==> config.mk <==
export PLATFORM = sky130hd
export DESIGN_NAME = alu16_core
export DESIGN_NICKNAME = d
export VERILOG_FILES = /design/src/rtl/alu16_pkg.sv /design/src/rtl/alu16_arith.sv /design/src/rtl/alu16_logic.sv /design/src/rtl/alu16_zero_detect.sv /design/src/rtl/alu16_core.sv
export SDC_FILE = /design/constraint.sdc
export NUM_CORES = 1
export LEC_CHECK = 0
export ABC_AREA = 0
export BUFFER_PORTS_ARGS = -buffer_cell sky130_fd_sc_hd__buf_2
export CAP_MARGIN = 10
export CORE_MARGIN = 2
export CORE_UTILIZATION = 50
export DETAILED_ROUTE_END_ITERATION = 16
export PLACE_DENSITY = 0.8
export SLEW_MARGIN = 15
export SYNTH_ARGS = -nofsm -noshare
export SYNTH_HDL_FRONTEND = slang
export SYNTH_SLANG_ARGS = --single-unit
==> constraint.sdc <==
create_clock -name vclk -period 15.3
set_input_delay 0.765 -clock vclk [all_inputs]
set_output_delay 0.765 -clock vclk [all_outputs]
set_load 0.02 [all_outputs]
==> src/rtl/alu16_pkg.sv <==
package alu16_pkg;

  localparam int OPC_W = 4;

  typedef enum logic [OPC_W-1:0] {
    OPC_NONE = 4'b0000,
    OPC_ADD  = 4'b0001,
    OPC_SUB  = 4'b0010,
    OPC_AND  = 4'b0011,
    OPC_INV  = 4'b0100,
    OPC_MUL  = 4'b1001,
    OPC_OR   = 4'b1010,
    OPC_XOR  = 4'b1011,
    OPC_XNOR = 4'b1100
  } alu_opc_e;

endpackage

==> src/rtl/alu16_arith.sv <==
module alu16_arith #(
  parameter int WIDTH = 16
) (
  input  logic [WIDTH-1:0] src_i,
  input  logic [WIDTH-1:0] dst_i,
  output logic [WIDTH-1:0] sum_o,
  output logic [WIDTH-1:0] diff_o,
  output logic [WIDTH-1:0] prod_o
);

  // All three results wrap at WIDTH bits; no carry leaves this module.
  assign sum_o  = src_i + dst_i;
  assign diff_o = src_i - dst_i;
  assign prod_o = src_i * dst_i;

endmodule

==> src/rtl/alu16_logic.sv <==
module alu16_logic #(
  parameter int WIDTH = 16
) (
  input  logic [WIDTH-1:0] src_i,
  input  logic [WIDTH-1:0] dst_i,
  output logic [WIDTH-1:0] and_o,
  output logic [WIDTH-1:0] or_o,
  output logic [WIDTH-1:0] xor_o,
  output logic [WIDTH-1:0] xnor_o,
  output logic [WIDTH-1:0] inv_o
);

  // Per-bit cells, one slice per bit position.
  for (genvar i = 0; i < WIDTH; i++) begin : g_bit
    assign and_o[i]  = src_i[i] & dst_i[i];
    assign or_o[i]   = src_i[i] | dst_i[i];
    assign xor_o[i]  = src_i[i] ^ dst_i[i];
    assign xnor_o[i] = ~(src_i[i] ^ dst_i[i]);
    assign inv_o[i]  = ~src_i[i];
  end

endmodule

==> src/rtl/alu16_zero_detect.sv <==
module alu16_zero_detect #(
  parameter int WIDTH = 16,
  parameter int GROUP = 4
) (
  input  logic [WIDTH-1:0] value_i,
  output logic             zero_o
);

  localparam int NGRP   = (WIDTH + GROUP - 1) / GROUP;
  localparam int PADDED = NGRP * GROUP;

  logic [PADDED-1:0] padded;
  logic [NGRP-1:0]   grp_any;

  // Pad with zeros so that every group is full width.
  assign padded = {{(PADDED-WIDTH){1'b0}}, value_i};

  // First level: OR within each group. Second level: NOR across groups.
  for (genvar g = 0; g < NGRP; g++) begin : g_grp
    assign grp_any[g] = |padded[g*GROUP +: GROUP];
  end

  assign zero_o = ~|grp_any;

endmodule

==> src/rtl/alu16_core.sv <==
module alu16_core
  import alu16_pkg::*;
#(
  parameter int WIDTH = 16
) (
  input  logic [WIDTH-1:0] op_a,
  input  logic [WIDTH-1:0] op_b,
  input  logic [3:0]       opcode,
  output logic [WIDTH-1:0] result,
  output logic             zero
);

  logic [WIDTH-1:0] sum_w, diff_w, prod_w;
  logic [WIDTH-1:0] and_w, or_w, xor_w, xnor_w, inv_w;

  alu16_arith #(.WIDTH(WIDTH)) u_arith (
    .src_i  (op_a),
    .dst_i  (op_b),
    .sum_o  (sum_w),
    .diff_o (diff_w),
    .prod_o (prod_w)
  );

  alu16_logic #(.WIDTH(WIDTH)) u_logic (
    .src_i  (op_a),
    .dst_i  (op_b),
    .and_o  (and_w),
    .or_o   (or_w),
    .xor_o  (xor_w),
    .xnor_o (xnor_w),
    .inv_o  (inv_w)
  );

  // Result select, decoded straight from the instruction opcode.
  always_comb begin
    unique case (alu_opc_e'(opcode))
      OPC_ADD:  result = sum_w;
      OPC_SUB:  result = diff_w;
      OPC_MUL:  result = prod_w;
      OPC_AND:  result = and_w;
      OPC_OR:   result = or_w;
      OPC_XOR:  result = xor_w;
      OPC_XNOR: result = xnor_w;
      OPC_INV:  result = inv_w;
      default:  result = '0;
    endcase
  end

  alu16_zero_detect #(.WIDTH(WIDTH), .GROUP(4)) u_zero (
    .value_i (result),
    .zero_o  (zero)
  );

  // Each check below uses the inverse of its operation, so none repeats the datapath.
  always_comb begin

    add_wrap_chk: assert (!(opcode == 4'b0001) || ((result - op_b) == op_a));

    sub_order_chk: assert (!(opcode == 4'b0010) || ((result + op_b) == op_a));

    mul_lsb_chk: assert (!(opcode == 4'b1001) || (result[0] == (op_a[0] & op_b[0])));

    xor_inverse_chk: assert (!(opcode == 4'b1011) || ((result ^ op_b) == op_a));

    xnor_inverse_chk: assert (!(opcode == 4'b1100) || ((~result ^ op_b) == op_a));

    inv_only_a_chk: assert (!(opcode == 4'b0100) || ((result ^ op_a) == {WIDTH{1'b1}}));

    unused_opc_chk: assert (!(opcode inside {4'b0000, 4'b0101, 4'b0110, 4'b0111,
                                             4'b1000, 4'b1101, 4'b1110, 4'b1111})
                            || ($countones(result) == 0));

    zero_flag_chk: assert (zero == ($countones(result) == 0));
  end

endmodule

==> results.py <==
metrics = {
    "run_status": {
        "status": "finished clean",
    },
    "logic_synthesis": {
        "syn_avg_cell_area_sq_um": 7.75,
        "muxShareOfSynthArea_pct": 3.77,
        "synth_top_family_by_area": "adder cells",
        "yosysSeqAreaShare_pct": 0,
        "yosysTopAreaCell": "fa_1",
        "synthAdderAreaFrac_pct": 44.3,
        "synth_top_area_share_pct": 25.3,
        "synth_fp_nets": 1040,
        "netlist_area_sq_um": 6400,
        "synth_cell_types": 70,
        "synthSimpleGateAreaFrac_pct": 17.9,
        "netlist_instances": 826,
        "yosys_warnings": 0,
        "synth_compound_area_share_pct": 14.6,
        "yosys.area_share.xor_xnor_pct": 8.06,
        "synthTopCellsByArea": "fa_1 (25%), ha_1 (19%), inv_1 (8.4%)",
    },
    "pwr": {
        "power_per_cell_area_nw_per_um2": 140,
        "leakage_uw": 0.00343,
        "ir_drop_mv": 0.123,
    },
    "final_layout": {
        "seq_cells": 0,
        "drive_above_1_share_pct": 8.58,
        "instances_no_fill": 1023,
        "clkbuf_count": 0,
        "synthToLayoutAreaGrowth_pct": 5.24,
        "regArea_sq_um": 0,
        "antenna_cells": 0,
        "nets": 1067,
        "final_common_cell": "inv_1",
        "final_cell_mix": "inv_1 (144), ha_1 (97), nand2_1 (91), nor2_1 (88), fa_1 (81)",
    },
    "placement": {
        "port_buffers": 53,
        "dp_cells": 1023,
        "place.gp.congestion": 1.02,
        "dp.final_hpwl_mm": 16.2,
    },
    "die": {
        "ios": 53,
        "std_cell_rows": 41,
        "die_area_sq_um": 13700,
        "coreArea_sq_um": 12600,
        "fp.dieW_um": 117,
        "die_y_um": 117,
        "start_util_pct": 50.9,
    },
    "sta": {
        "fmax_mhz": 123,
        "final.setup.tns_ns": 0,
        "setup_viol": 0,
        "finalCriticalPeriod_ns": 8.10,
        "worst-slew-pin-transition_ns": 1.12,
        "hold_violations": 0,
        "rsz0062_at_grt": "false",
        "hold_ws_ns": 2.12,
        "finalCritPeriodShare_pct": 52.9,
        "slew_headroom_pct": 24.5,
        "drv_slew": 0,
    },
    "min_path": {
        "min_path_cells": 3,
        "hold_end": "result[0]",
        "min_from": "opcode[2]",
        "min_path_type": "input pin to output pin",
    },
    "global_route": {
        "grt_max_degree": 37,
        "grt_pass1_vias": 5887,
        "grt_use_met3_pct": 2.73,
        "grt_overflow_total": 0,
        "grt_pass1_wl_mm": 31.0,
        "busiest_layer": "met2",
        "grt.total_usage_pct": 29.6,
        "antenna_found_initial": 0,
        "groute.layer.met2.usage_pct": 48.1,
        "grt_use_met1_pct": 41.2,
    },
    "critical_path": {
        "crit_type": "input pin to output pin",
        "cpMostUsedCell": "fa_1",
        "crit_path_end_kind": "output pin",
        "critPathRequiredTime_ns": 14.53,
        "critPathMaxFanout": 11,
        "crit_slowest_cell": "or4_4",
        "max_stage_delay_ns": 0.56,
        "crit_arrival_ns": 7.33,
        "start_kind": "input pin",
        "path_cells": "buf_2 > clkinv_1 > nor2_1 > fa_1 > fa_1 > ha_1 > fa_1 > inv_1 > fa_1 > fa_1 > inv_1 > ha_1 > nor2b_1 > mux2i_1 > a21oi_1 > or4_4 > or3_1 > or4_1 > or4_1 > nor4_2 > buf_2",
    },
    "clocking": {
        "hold_buffers": 0,
        "post_cts_buffers": 0,
        "cts-resized-gates": 0,
    },
    "routing": {
        "wl_per_cell_um": 19.3,
        "wirelength_mm": 19.7,
        "via_per_inst": 5.90,
        "route.detailed.drc": 0,
        "drtAntennaViolNets": 0,
        "vias": 6037,
        "drt_iter0_markers": 532,
        "firstDrtPassIters": 5,
    },
    "run": {
        "drv_cap": 0,
    },
}
[worst max-delay path, delay by kind of cell]
family                     cells  cell delay [ns]
adders and majority gates      7             2.93
and+or+nand+nor                7             2.47
buffers and inverters          5             0.88
AOI/OAI and AO/OA              1             0.14
muxes                          1             0.12
[stage by stage]
stage               util [%]  area [sq um]  setup slack, ns  power, uW
finish                  53.6          6730             7.20        940
global route            53.6          6730             6.93       1050
CTS                     53.6          6730             7.23        932
detailed placement      53.6          6730             7.27        923
global placement        53.6          6730             7.40        892
floorplan                  -          6400             7.56        681
[cell families (layout without fill, tap and decap cells)]
logic type	count (synthesis)	in the layout
buf+inv	181	206
mux	24	24
simple gates	247	247
xor+xnor	58	58
fa+ha+maj	178	178
compound gates	138	138
[layout make-up]
cell class / instances / area, sq um
tap: 172 / 215
multi-input combinational: 645 / 5670
inverter: 151 / 567
fill: 1220 / 5840
timing repair buffer: 55 / 280
[report_power, final]
group          total [uW]  switching (uW)  internal (uW)  leakage, uW
clock                   0               0              0            0
combinational         940             564            376      0.00343
sequential              0               0              0            0
total                 940             564            376      0.00343
[synth_stat cells, types with 5 or more instances]
cell      number
inv_1        144
ha_1          97
nand2_1       91
nor2_1        88
fa_1          81
xnor2_1       42
o21ai_0       30
mux2i_1       23
a21oi_1       22
clkbuf_1      17
xor2_1        15
nand2b_1      14
a21o_1        11
a22oi_1       10
nor3_1        10
nor2b_1        9
a31oi_1        7
nand3_1        7
o21a_1         6
buf_2          5
buf_6          5
clkinv_1       5
o22ai_1        5
[how the worst max path moves through the flow]
| stage | start | endpoint | slack [ns] | depth (start not counted) |
|---|---|---|---|---|
| 3_5_place_dp | op_b[1] | zero | 7.27 | 21 |
| 6_report | op_b[1] | zero | 7.20 | 21 |
| 4_1_cts | op_b[1] | zero | 7.23 | 21 |
| 2_1_floorplan | op_b[2] | zero | 7.56 | 20 |
| 3_3_place_gp | op_b[1] | zero | 7.40 | 21 |
| 5_1_grt | op_b[1] | zero | 6.93 | 21 |
[metal layers]
layer | share of wire (%) | vias up | routed length, um
met4 | 4.2 | 0 | 822
met5 | 0 | - | 0
met2 | 45 | 328 | 8920
li1 | - | 2754 | -
met3 | 8.9 | 54 | 1750
met1 | 42 | 2901 | 8220
Note: power is estimated with default switching activity, not from simulation.
